File: config.mk
export PLATFORM = sky130hd
export DESIGN_NAME = link_bringup_seq
export DESIGN_NICKNAME = d
export VERILOG_FILES = /design/src/rtl/lbs_pkg.sv /design/src/rtl/lbs_rst_sync.sv /design/src/rtl/lbs_us_timer.sv /design/src/rtl/lbs_link_mon.sv /design/src/rtl/lbs_wr_port.sv /design/src/rtl/link_bringup_seq.sv
export SDC_FILE = /design/constraint.sdc
export NUM_CORES = 1
export LEC_CHECK = 0
export ABC_AREA = 1
export ABC_CLOCK_PERIOD_IN_PS = 2650
export BUFFER_PORTS_ARGS = -buffer_cell sky130_fd_sc_hd__buf_4
export CAP_MARGIN = 20
export CORE_UTILIZATION = 56
export CTS_CLUSTER_SIZE = 28
export DETAILED_ROUTE_END_ITERATION = 7
export MAX_ROUTING_LAYER = met4
export PLACE_DENSITY = 0.81
export SYNTH_ARGS = -nofsm -noshare
export SYNTH_HDL_FRONTEND = slang
export SYNTH_SLANG_ARGS = --single-unit
export TNS_END_PERCENT = 10
File: constraint.sdc
create_clock -name clk -period 2.65 [get_ports clk]
set_input_delay 0.265 -clock clk [delete_from_list [all_inputs] [get_ports clk]]
set_output_delay 0.265 -clock clk [all_outputs]
set_load 0.03 [all_outputs]
File: src/rtl/lbs_pkg.sv
package lbs_pkg;

  localparam int REG_W = 32;

  // control word field positions decoded by the controller
  localparam int TRAIN_BIT = 2;
  localparam int DEV_LSB   = 4;

  localparam logic [3:0] DEV_ENDPOINT = 4'd0;
  localparam logic [3:0] DEV_LEGACY   = 4'd1;
  localparam logic [3:0] DEV_ROOT     = 4'd4;

  typedef enum logic [3:0] {
    S_IDLE,
    S_RST_HI,
    S_RST_LO,
    S_CFG_STOP,
    S_CFG_TYPE,
    S_CFG_SPDC,
    S_CFG_SPDP,
    S_CFG_RUN,
    S_WAIT_UP,
    S_SETTLE
  } seq_st_e;

  function automatic logic [REG_W-1:0] ctrl_word(input logic [3:0] dev,
                                                 input logic train);
    logic [REG_W-1:0] w;
    w = '0;
    w[DEV_LSB +: 4] = dev;
    w[TRAIN_BIT]    = train;
    return w;
  endfunction

endpackage

File: src/rtl/lbs_rst_sync.sv
module lbs_rst_sync #(
  parameter int STAGES = 2
) (
  input  logic clk,
  input  logic rst_n,
  output logic rst_sync_n
);

  logic [STAGES-1:0] sync_q;

  always_ff @(posedge clk or negedge rst_n) begin
    if (!rst_n) sync_q <= '0;
    else        sync_q <= {sync_q[STAGES-2:0], 1'b1};
  end

  assign rst_sync_n = sync_q[STAGES-1];

endmodule

File: src/rtl/lbs_us_timer.sv
module lbs_us_timer #(
  parameter int CYC_PER_US = 200,
  parameter int CNT_W      = 17
) (
  input  logic             clk,
  input  logic             rst_n,
  input  logic             load,
  input  logic [CNT_W-1:0] load_us,
  output logic             expired
);

  localparam int PRE_W = (CYC_PER_US > 1) ? $clog2(CYC_PER_US) : 1;
  localparam logic [PRE_W-1:0] PRE_MAX = PRE_W'(CYC_PER_US - 1);

  logic [PRE_W-1:0] pre_q, pre_d;
  logic [CNT_W-1:0] cnt_q, cnt_d;

  always_comb begin
    pre_d = pre_q;
    cnt_d = cnt_q;
    if (load) begin
      pre_d = '0;
      cnt_d = load_us;
    end else if (cnt_q != '0) begin
      if (pre_q == PRE_MAX) begin
        pre_d = '0;
        cnt_d = cnt_q - 1'b1;
      end else begin
        pre_d = pre_q + 1'b1;
      end
    end
  end

  always_ff @(posedge clk or negedge rst_n) begin
    if (!rst_n) begin
      pre_q <= '0;
      cnt_q <= '0;
    end else begin
      pre_q <= pre_d;
      cnt_q <= cnt_d;
    end
  end

  assign expired = (cnt_q == '0);

  // remaining time drops by at most one microsecond per cycle
  p_tick_step_r8: assert property (@(posedge clk) disable iff (!rst_n)
    (!load && cnt_q != '0) |=> (cnt_q == $past(cnt_q)) || (cnt_q == $past(cnt_q) - 1'b1));

  // an expired timer stays expired until reloaded
  p_expired_hold_r9: assert property (@(posedge clk) disable iff (!rst_n)
    (!load && expired) |=> expired);

endmodule

File: src/rtl/lbs_link_mon.sv
module lbs_link_mon (
  input  logic        clk,
  input  logic        rst_n,
  input  logic        sts_dl_up,
  input  logic        sts_phy_up,
  input  logic [23:16] lnk_stat,
  output logic        link_up,
  output logic [3:0]  cur_speed,
  output logic [3:0]  cur_width
);

  logic       up_q;
  logic [3:0] spd_q, wid_q;

  always_ff @(posedge clk or negedge rst_n) begin
    if (!rst_n) begin
      up_q  <= 1'b0;
      spd_q <= '0;
      wid_q <= '0;
    end else begin
      up_q  <= sts_dl_up & sts_phy_up;
      spd_q <= lnk_stat[19:16];
      wid_q <= lnk_stat[23:20];
    end
  end

  assign link_up   = up_q;
  assign cur_speed = spd_q;
  assign cur_width = wid_q;

endmodule

File: src/rtl/lbs_wr_port.sv
module lbs_wr_port #(
  parameter int ADDR_W = 12,
  parameter int DATA_W = 32
) (
  input  logic              clk,
  input  logic              rst_n,
  input  logic              req,
  input  logic [ADDR_W-1:0] req_addr,
  input  logic [DATA_W-1:0] req_data,
  output logic              wr_en,
  output logic [ADDR_W-1:0] wr_addr,
  output logic [DATA_W-1:0] wr_data
);

  logic              en_q;
  logic [ADDR_W-1:0] addr_q;
  logic [DATA_W-1:0] data_q;

  always_ff @(posedge clk or negedge rst_n) begin
    if (!rst_n) begin
      en_q   <= 1'b0;
      addr_q <= '0;
      data_q <= '0;
    end else begin
      en_q <= req;
      if (req) begin
        addr_q <= req_addr;
        data_q <= req_data;
      end
    end
  end

  assign wr_en   = en_q;
  assign wr_addr = addr_q;
  assign wr_data = data_q;

  // a strobe appears only one cycle after a sequencer request
  p_strobe_follows_r3: assert property (@(posedge clk) disable iff (!rst_n)
    wr_en |-> $past(req));

  // address and data hold between strobes
  p_bus_hold_r5: assert property (@(posedge clk) disable iff (!rst_n)
    !$past(req) |-> ($stable(wr_addr) && $stable(wr_data)));

endmodule

File: src/rtl/link_bringup_seq.sv
module link_bringup_seq
  import lbs_pkg::*;
#(
  parameter int CYC_PER_US  = 200,
  parameter int CARD_RST_US = 200000,
  parameter int CARD_REL_US = 200000,
  parameter int LINK_TO_US  = 100000,
  parameter int SETTLE_US   = 100,
  parameter int ADDR_W      = 12,
  parameter logic [ADDR_W-1:0] ADDR_GCTRL   = 12'h040,
  parameter logic [ADDR_W-1:0] ADDR_SPD_CTL = 12'h044,
  parameter logic [ADDR_W-1:0] ADDR_SPD_CAP = 12'h048
) (
  input  logic              clk,
  input  logic              rst_n,
  input  logic              start,
  input  logic              card_rst_en,
  input  logic [3:0]        req_gen,
  input  logic              sts_dl_up,
  input  logic              sts_phy_up,
  input  logic [23:16]      lnk_stat,
  output logic              card_rst,
  output logic              wr_en,
  output logic [ADDR_W-1:0] wr_addr,
  output logic [31:0]       wr_data,
  output logic              busy,
  output logic              done,
  output logic              link_ok,
  output logic [3:0]        link_speed,
  output logic [3:0]        link_width
);

  localparam int MAX_A  = (CARD_RST_US > CARD_REL_US) ? CARD_RST_US : CARD_REL_US;
  localparam int MAX_B  = (LINK_TO_US > SETTLE_US) ? LINK_TO_US : SETTLE_US;
  localparam int MAX_US = (MAX_A > MAX_B) ? MAX_A : MAX_B;
  localparam int CNT_W  = $clog2(MAX_US + 1);

  localparam logic [CNT_W-1:0] T_RST    = CNT_W'(CARD_RST_US);
  localparam logic [CNT_W-1:0] T_REL    = CNT_W'(CARD_REL_US);
  localparam logic [CNT_W-1:0] T_LINK   = CNT_W'(LINK_TO_US);
  localparam logic [CNT_W-1:0] T_SETTLE = CNT_W'(SETTLE_US);

  logic rst_sync_n;

  lbs_rst_sync #(.STAGES(2)) u_rst (
    .clk        (clk),
    .rst_n      (rst_n),
    .rst_sync_n (rst_sync_n)
  );

  // state and captured settings
  seq_st_e    st_q, st_d;
  logic [3:0] gen_q;
  logic [3:0] dev_q;
  logic       train_q;
  logic       done_q, ok_q;
  logic [3:0] spd_q, wid_q;

  // sequencer requests
  logic              tmr_load;
  logic [CNT_W-1:0]  tmr_val;
  logic              tmr_exp;
  logic              wr_req;
  logic [ADDR_W-1:0] wr_addr_d;
  logic [REG_W-1:0]  wr_data_d;
  logic              fin;
  logic              fin_ok;
  logic              launch;

  logic       link_up;
  logic [3:0] cur_speed, cur_width;

  lbs_us_timer #(.CYC_PER_US(CYC_PER_US), .CNT_W(CNT_W)) u_tmr (
    .clk     (clk),
    .rst_n   (rst_sync_n),
    .load    (tmr_load),
    .load_us (tmr_val),
    .expired (tmr_exp)
  );

  lbs_link_mon u_mon (
    .clk        (clk),
    .rst_n      (rst_sync_n),
    .sts_dl_up  (sts_dl_up),
    .sts_phy_up (sts_phy_up),
    .lnk_stat   (lnk_stat),
    .link_up    (link_up),
    .cur_speed  (cur_speed),
    .cur_width  (cur_width)
  );

  lbs_wr_port #(.ADDR_W(ADDR_W), .DATA_W(REG_W)) u_wr (
    .clk      (clk),
    .rst_n    (rst_sync_n),
    .req      (wr_req),
    .req_addr (wr_addr_d),
    .req_data (wr_data_d),
    .wr_en    (wr_en),
    .wr_addr  (wr_addr),
    .wr_data  (wr_data)
  );

  // next-state logic
  always_comb begin
    st_d      = st_q;
    tmr_load  = 1'b0;
    tmr_val   = '0;
    wr_req    = 1'b0;
    wr_addr_d = '0;
    wr_data_d = '0;
    fin       = 1'b0;
    fin_ok    = 1'b0;
    launch    = 1'b0;
    unique case (st_q)
      S_IDLE: begin
        if (start) begin
          launch = 1'b1;
          if (card_rst_en) begin
            st_d     = S_RST_HI;
            tmr_load = 1'b1;
            tmr_val  = T_RST;
          end else begin
            st_d = S_CFG_STOP;
          end
        end
      end
      S_RST_HI: begin
        if (tmr_exp) begin
          st_d     = S_RST_LO;
          tmr_load = 1'b1;
          tmr_val  = T_REL;
        end
      end
      S_RST_LO: begin
        if (tmr_exp) st_d = S_CFG_STOP;
      end
      S_CFG_STOP: begin
        if (!link_up) begin
          wr_req    = 1'b1;
          wr_addr_d = ADDR_GCTRL;
          wr_data_d = ctrl_word(dev_q, 1'b0);
        end
        st_d = S_CFG_TYPE;
      end
      S_CFG_TYPE: begin
        wr_req    = 1'b1;
        wr_addr_d = ADDR_GCTRL;
        wr_data_d = ctrl_word(DEV_ROOT, train_q);
        st_d      = S_CFG_SPDC;
      end
      S_CFG_SPDC: begin
        wr_req    = 1'b1;
        wr_addr_d = ADDR_SPD_CTL;
        wr_data_d = {{(REG_W-4){1'b0}}, gen_q};
        st_d      = S_CFG_SPDP;
      end
      S_CFG_SPDP: begin
        wr_req    = 1'b1;
        wr_addr_d = ADDR_SPD_CAP;
        wr_data_d = {{(REG_W-4){1'b0}}, gen_q};
        st_d      = S_CFG_RUN;
      end
      S_CFG_RUN: begin
        if (!link_up) begin
          wr_req    = 1'b1;
          wr_addr_d = ADDR_GCTRL;
          wr_data_d = ctrl_word(DEV_ROOT, 1'b1);
        end
        st_d     = S_WAIT_UP;
        tmr_load = 1'b1;
        tmr_val  = T_LINK;
      end
      S_WAIT_UP: begin
        if (link_up) begin
          st_d     = S_SETTLE;
          tmr_load = 1'b1;
          tmr_val  = T_SETTLE;
        end else if (tmr_exp) begin
          st_d = S_IDLE;
          fin  = 1'b1;
        end
      end
      S_SETTLE: begin
        if (tmr_exp) begin
          st_d   = S_IDLE;
          fin    = 1'b1;
          fin_ok = 1'b1;
        end
      end
      default: st_d = S_IDLE;
    endcase
  end

  // register process
  always_ff @(posedge clk or negedge rst_sync_n) begin
    if (!rst_sync_n) begin
      st_q    <= S_IDLE;
      gen_q   <= '0;
      dev_q   <= DEV_ENDPOINT;
      train_q <= 1'b0;
      done_q  <= 1'b0;
      ok_q    <= 1'b0;
      spd_q   <= '0;
      wid_q   <= '0;
    end else begin
      st_q <= st_d;
      if (launch) begin
        gen_q  <= req_gen;
        done_q <= 1'b0;
        ok_q   <= 1'b0;
        spd_q  <= '0;
        wid_q  <= '0;
      end
      if (wr_req && (wr_addr_d == ADDR_GCTRL)) begin
        dev_q   <= wr_data_d[DEV_LSB +: 4];
        train_q <= wr_data_d[TRAIN_BIT];
      end
      if (fin) begin
        done_q <= 1'b1;
        ok_q   <= fin_ok;
        spd_q  <= fin_ok ? cur_speed : 4'd0;
        wid_q  <= fin_ok ? cur_width : 4'd0;
      end
    end
  end

  assign card_rst   = (st_q == S_RST_HI);
  assign busy       = (st_q != S_IDLE);
  assign done       = done_q;
  assign link_ok    = ok_q;
  assign link_speed = spd_q;
  assign link_width = wid_q;

  // a start while idle clears the previous result at once
  p_launch_clears_r10: assert property (@(posedge clk) disable iff (!rst_sync_n)
    (!busy && start) |=> (busy && !done && !link_ok));

  // results hold without a start
  p_result_hold_r10: assert property (@(posedge clk) disable iff (!rst_sync_n)
    (done && !start) |=> (done && $stable(link_ok) && $stable(link_speed) && $stable(link_width)));

  // success is reported only together with done
  p_ok_with_done_r9: assert property (@(posedge clk) disable iff (!rst_sync_n)
    link_ok |-> done);

  // a failed bring-up reports zero speed and width
  p_fail_zero_r8: assert property (@(posedge clk) disable iff (!rst_sync_n)
    (done && !link_ok) |-> (link_speed == 4'd0 && link_width == 4'd0));

  // no register traffic while the card is held in reset
  p_rst_quiet_r2: assert property (@(posedge clk) disable iff (!rst_sync_n)
    card_rst |-> !wr_en);

  // settling starts only from a sampled link-up
  p_settle_needs_up_r7: assert property (@(posedge clk) disable iff (!rst_sync_n)
    (st_q == S_WAIT_UP && !link_up) |=> (st_q != S_SETTLE));

  // a start while busy leaves the captured generation untouched
  p_busy_start_r11: assert property (@(posedge clk) disable iff (!rst_sync_n)
    (busy && start) |=> (gen_q == $past(gen_q)));

  // training is never enabled with a non-root device type
  p_train_type_r6: assert property (@(posedge clk) disable iff (!rst_sync_n)
    (wr_en && wr_addr == ADDR_GCTRL && wr_data[TRAIN_BIT]) |-> (wr_data[DEV_LSB +: 4] == DEV_ROOT));

endmodule

After elaboration in Yosys (flattened, before gate mapping):

Index checks and enable logic that the tools add are counted.

* flip-flop bits (word level): 105
* word-level logic and storage cells: 90

* add/subtract/negate cells: 2
* equal/unequal tests: 14
* mux-type cells: 43
* bitwise logic cells: 1
* reduce and logical (&&, ||, !) cells: 13

Operators with widths (count)
* $mux W18: 6
* $pmux W18 S4: 1
* $mux W4: 10
* $pmux W4 S10: 1
* $mux W8: 4
* $pmux W8 S4: 1
* $pmux W7 S4: 1
* $mux W7: 3
* $logic_not A18 Y1: 1
* $reduce_bool A18 Y1: 1
* $sub A18 B1 Y18 const B: 1
* $eq A4 B3 Y1 const B: 4
* $eq A12 B7 Y1 const B: 1
* $mux W1: 12
* $add A8 B1 Y8 const B: 1
* $eq A4 B2 Y1 const B: 2
* $eq A4 B4 Y1 const B: 2
* $eq A8 B8 Y1 const B: 1
* $reduce_bool A2 Y1: 3
* $eq A4 B1 Y1 const B: 1
* $logic_not A4 Y1: 1
* $ne A2 B2 Y1 const B: 2
* $pmux W1 S2: 2
* $pmux W1 S4: 1
* other kinds (9): 10

Longest topological paths before layout:

* word-level depth: 5
* mapped depth: 11

Modules after synthesis:

A second synthesis with hierarchy kept.

* cells, all modules: 652
* area, all modules: 5251.3 um^2

Modules (own cells, without submodules)
* lbs_us_timer: instances 1, cells an instance 281, area each 1890.6 um^2
* lbs_wr_port: instances 1, cells an instance 187, area each 1756.7 um^2
* link_bringup_seq: instances 1, cells an instance 170, area each 1317.5 um^2
* lbs_link_mon: instances 1, cells an instance 11, area each 232.7 um^2
* lbs_rst_sync: instances 1, cells an instance 3, area each 53.8 um^2

Worst setup path before layout:

OpenSTA, ideal clock, no wires.

* path kind: register to register
* start: register u_tmr.cnt_q[0]
* end: register u_tmr.cnt_q[8]
* setup time: 0.065 ns
* arrival time: 1.645 ns
* required time: 2.585 ns
* slack: 0.940 ns
* stages on the path, launching flop included: 12
* period minus slack after synthesis: 1.710 ns
* cells stage by stage: dfrtp_1 -> inv_1 -> ha_1 -> nand2_2 -> nor2_8 -> nand4_4 -> nand2_4 -> nor2_8 -> o21ai_4 -> buf_6 -> nand2_1 -> nand2_1

* cells in the longest elaborated chain, start to end: 5
* elaborated cells on any way between the ends: 13
* classes of those cells: add/sub (1); mux (7); reduce/logical (5)

RTL lines
* from (decl): RTL line lbs_us_timer.sv:16 `logic [CNT_W-1:0] cnt_q, cnt_d;`
* from (signal assigned): RTL line lbs_us_timer.sv:40 `cnt_q <= cnt_d;`
* branches (longest 5 deep; another with $sub A18 B1 Y18)

Parallel ways; which one is timed is not known. The select of a mux whose other input is x is not followed.
A chain may end at the register's enable or synchronous reset.

Worst setup path after layout:

* start: register u_tmr.cnt_q[0]
* end: register spd_q[3], in the netlist link_speed[3]

* cells in the longest elaborated chain, start to end: 5
* elaborated cells on any way between the ends: 8
* classes of those cells: mux (6); reduce/logical (2)

RTL lines
* $logic_not A18 Y1 (*): RTL line lbs_us_timer.sv:44 `assign expired = (cnt_q == '0);`
* $mux W1 (*): RTL line link_bringup_seq.sv:178, link_bringup_seq.sv:184
* $mux W1 (on tied branches): RTL line link_bringup_seq.sv:174, link_bringup_seq.sv:114
* $pmux W1 S2 or $mux W4 (tied branches): RTL line link_bringup_seq.sv:114, link_bringup_seq.sv:221
* $mux W4 or $reduce_bool A2 Y1 (tied branches)
* to (signal assigned): RTL line link_bringup_seq.sv:221 `spd_q <= fin_ok ? cur_speed : 4'd0;`
* to (decl): RTL line link_bringup_seq.sv:57 `logic [3:0] spd_q, wid_q;`

Mark *: on every way between the ends. The rest lies on a longest branch, timed or not.

==> impl_metrics.yaml <==
outcome:
  status: "complete, no violations"
synthesis:
  netlist.area_leader.share: 0.456
  post_syn_area_per_cell_um2: 8.33
  synth-main-ff-cell: "dfrtp_1"
  synth_cells: 474
  synth.distinct_cells: 38
  yosys_register_bits: 72
  ys_top_cells_by_area: "dfrtp_1 (46%), nand2_1 (13%), buf_4 (6.3%)"
  synth_edf_count: 0
  mappedNetlistArea_um2: 3950
  synthesis.yosys.warnings: 0
  seq_area_frac_synth: 0.456
  synth-async-reset-ratio: 1.00
  netlist.top_cell.by_area: "dfrtp_1"
drt:
  vias: 3120
  antenna_left: 0
  route.detailed.wl_per_inst_um: 12.5
  vias_per_cell: 4.94
  drt_first_pass_iters: 4
  drt_first_iter_violations: 173
  route.final.wire_length_um: 7920
  route.detailed.drc: 0
power_and_ir_drop:
  clockPowerShare: 0.157
  share_comb_of_total_power: 0.480
  share_seq_of_total_power: 0.363
  worst_ir_drop_vdd_uv: 706
  switching_share: 0.477
  switching_pwr_w: 0.00236
  cell_int_power_w: 0.00259
  power_leakage_nw: 2.41
  cellPowerDensity_nw_per_um2: 1100
final_layout:
  register_area_um2: 1800
  layout-area-overhead-vs-synth_pct: 13.7
  num-fill-cells: 560
  commonest_non_fill_non_tap_cell_in_the_layout: "nand2_1"
  final_design_area_no_fill_um2: 4490
  layout_common_cells: "nand2_1 (139), dfrtp_1 (71), nor2_1 (47)"
  final_layout_size_suffix_gt1_frac: 0.194
  net_count_of_the_finished_layout: 550
  insertedDiodeCount: 0
  multi_input_comb_area_um2: 1790
grt:
  grt_util_all_layers: 0.250
  first_pass_grt_wire_length_um: 13800
  grt_remaining_overflow: 0
  grt_start_max_net_pins: 38
  antenna_found_initial: 0
  first_global_vias: 3000
die:
  rows: 30
  die_height_um: 86.0
  core_um2: 6790
  fp.dieW_um: 86.0
  io-pin-count: 75
  fp.dieArea_um2: 7390
  initial_utilization: 0.581
cts:
  cts_num_sinks: 72
  tritoncts: "built"
  cts_buffers: 9
  post_cts_resized: 0
  clock_tree.root_cell: "clkbuf_8"
  clk_latency_ns: 0.36
  cts_max_path_buffers: 2
  post_cts_buffers: 0
  htree_levels: 3
  cts.clk_slew.worst_paths_ns: 0.08
sta:
  fin_skew_ns: 0.0132
  final.period_utilization: 0.805
  rsz_0062_raised_after_global_routing: "no"
  fin_crit_ns: 2.13
  relSlewSlack: 0.485
  clock.fmax_mhz: 469
  final.setup.tns_ns: 0
  transition_time_of_the_tightest_slew_check_pin_ns: 0.772
  finalSetupViolCount: 0
  finalWorstSetupSlack_ns: 0.516
  hold_violations: 0
  slew_viol_final: 0
flow_run:
  max-cap-violations: 0
placed_design:
  preCtsSetupSlack_ns: 0.542
  dp_hpwl_um: 5550
  finalWeightedCongestion: 0.891
  place_area_um2: 4230
  portBuffers: 41
worst_hold_path:
  hold_path_class: "in -> reg"
setup_path:
  crit_path_end_kind: "flop"
  critPathRequiredTime_ns: 2.91
  critPathArrivalTime_ns: 2.40
  critical_path_peak_fanout: 11
  criticalPathCategory: "reg -> reg"
  critical_path.startpoint_type: "flop"
## layout make-up
class,count,area share
Sequential cell,72,0.401
Multi-Input combinational cell,350,0.399
Timing Repair Buffer,51,0.0930
Inverter,46,0.0412
Clock buffer,10,0.0284
Tap cell,96,0.0267
Clock inverter,6,0.0100
## worst max-delay path, cell delays in order (launching register included)
cell and delay, ns:
dfrtp_1 0.38, inv_1 0.13, ha_1 0.23, nand2_2 0.13, nor2_8 0.17, nand3_2 0.27
clkinv_4 0.18, nand3_1 0.26, o21ai_0 0.28
## layer usage
metal  global-route usage  wire length (um)  vias to the layer above
met2                0.406              3870                       95
met1                0.303              3560                     1478
met3               0.0654               362                       13
met4               0.0864               124                        0
li1                     -                 -                     1534
met5                    -                 0                        -
## power by group through the flow
stage	logic [W]	clock network (W)	registers (W)
after floorplan	0.00178	0	0.00187
after global placement	0.00228	0	0.00180
after detailed placement	0.00234	0	0.00181
after CTS	0.00237	0.000798	0.00179
after global routing	0.00268	0.000855	0.00184
final	0.00237	0.000777	0.00179
## logic make-up (layout without fill, tap and decap cells)
family	Yosys count	in the layout	synth area share
AND/OR/NAND/NOR	266	266	0.336
buffers and inverters	84	113	0.120
AO/OA/AOI/OAI	35	35	0.0507
other	2	34	0.00190
XOR/XNOR	13	13	0.0288
flip-flops	72	72	0.456
adder cells (fa/ha/maj)	2	2	0.00633
## path summary, 6_finish.rpt
kind / startpoint / end / slack, ns / cells past startpoint
max: u_tmr.cnt_q[0] / link_speed[3] / 0.52 / 8
max reg2reg: u_tmr.cnt_q[0] / link_speed[3] / 0.52 / 8
min: req_gen[0] / gen_q[0] / 0.11 / 3
min in group asynchronous: rst_n / u_rst.sync_q[1] / 0.23 / 2
max in group asynchronous: u_rst.sync_q[1] / u_mon.cur_speed[3] / 1.65 / 1
min reg2reg: u_rst.sync_q[1] / u_tmr.pre_q[5] / 0.35 / 0
## cells in the mapped netlist (4+ instances only)
master / count
nand2_2: 17
o21ai_0: 27
inv_2: 4
nor2_1: 47
xor2_1: 11
nand4_1: 8
buf_4: 33
nand3_1: 26
nor2_4: 6
nand2_1: 139
nor3_1: 4
inv_1: 39
dfrtp_1: 72
## repair_timing
item | in CTS | in global routing
endpoints found under the setup margin | 0 | 0
hold buffers | 8 | 1
hold endpoints to repair | 9 | 1
## state kept, by name, summed over array words and instances, names as in the netlist, 2 cells and up
name             count
u_mon.cur_speed      4
u_mon.cur_width      4
link_width           4
u_tmr.cnt_q         18
link_speed           4
u_wr.wr_addr         3
u_wr.wr_data         8
u_rst.sync_q         2
gen_q                4
st_q                 4
dev_q                4
u_tmr.pre_q          8
## metrics by stage
step,cells,utilization,total power (W),hold WS [ns]
floorplan,506,-,0.00365,-0.0306
global placement,606,0.622,0.00407,0.0478
detailed placement,606,0.622,0.00415,0.0480
CTS,630,0.660,0.00495,0.000150
global route,631,0.661,0.00537,0.104
finish,631,0.661,0.00494,0.115
Note: power is estimated with default switching activity, not from simulation.
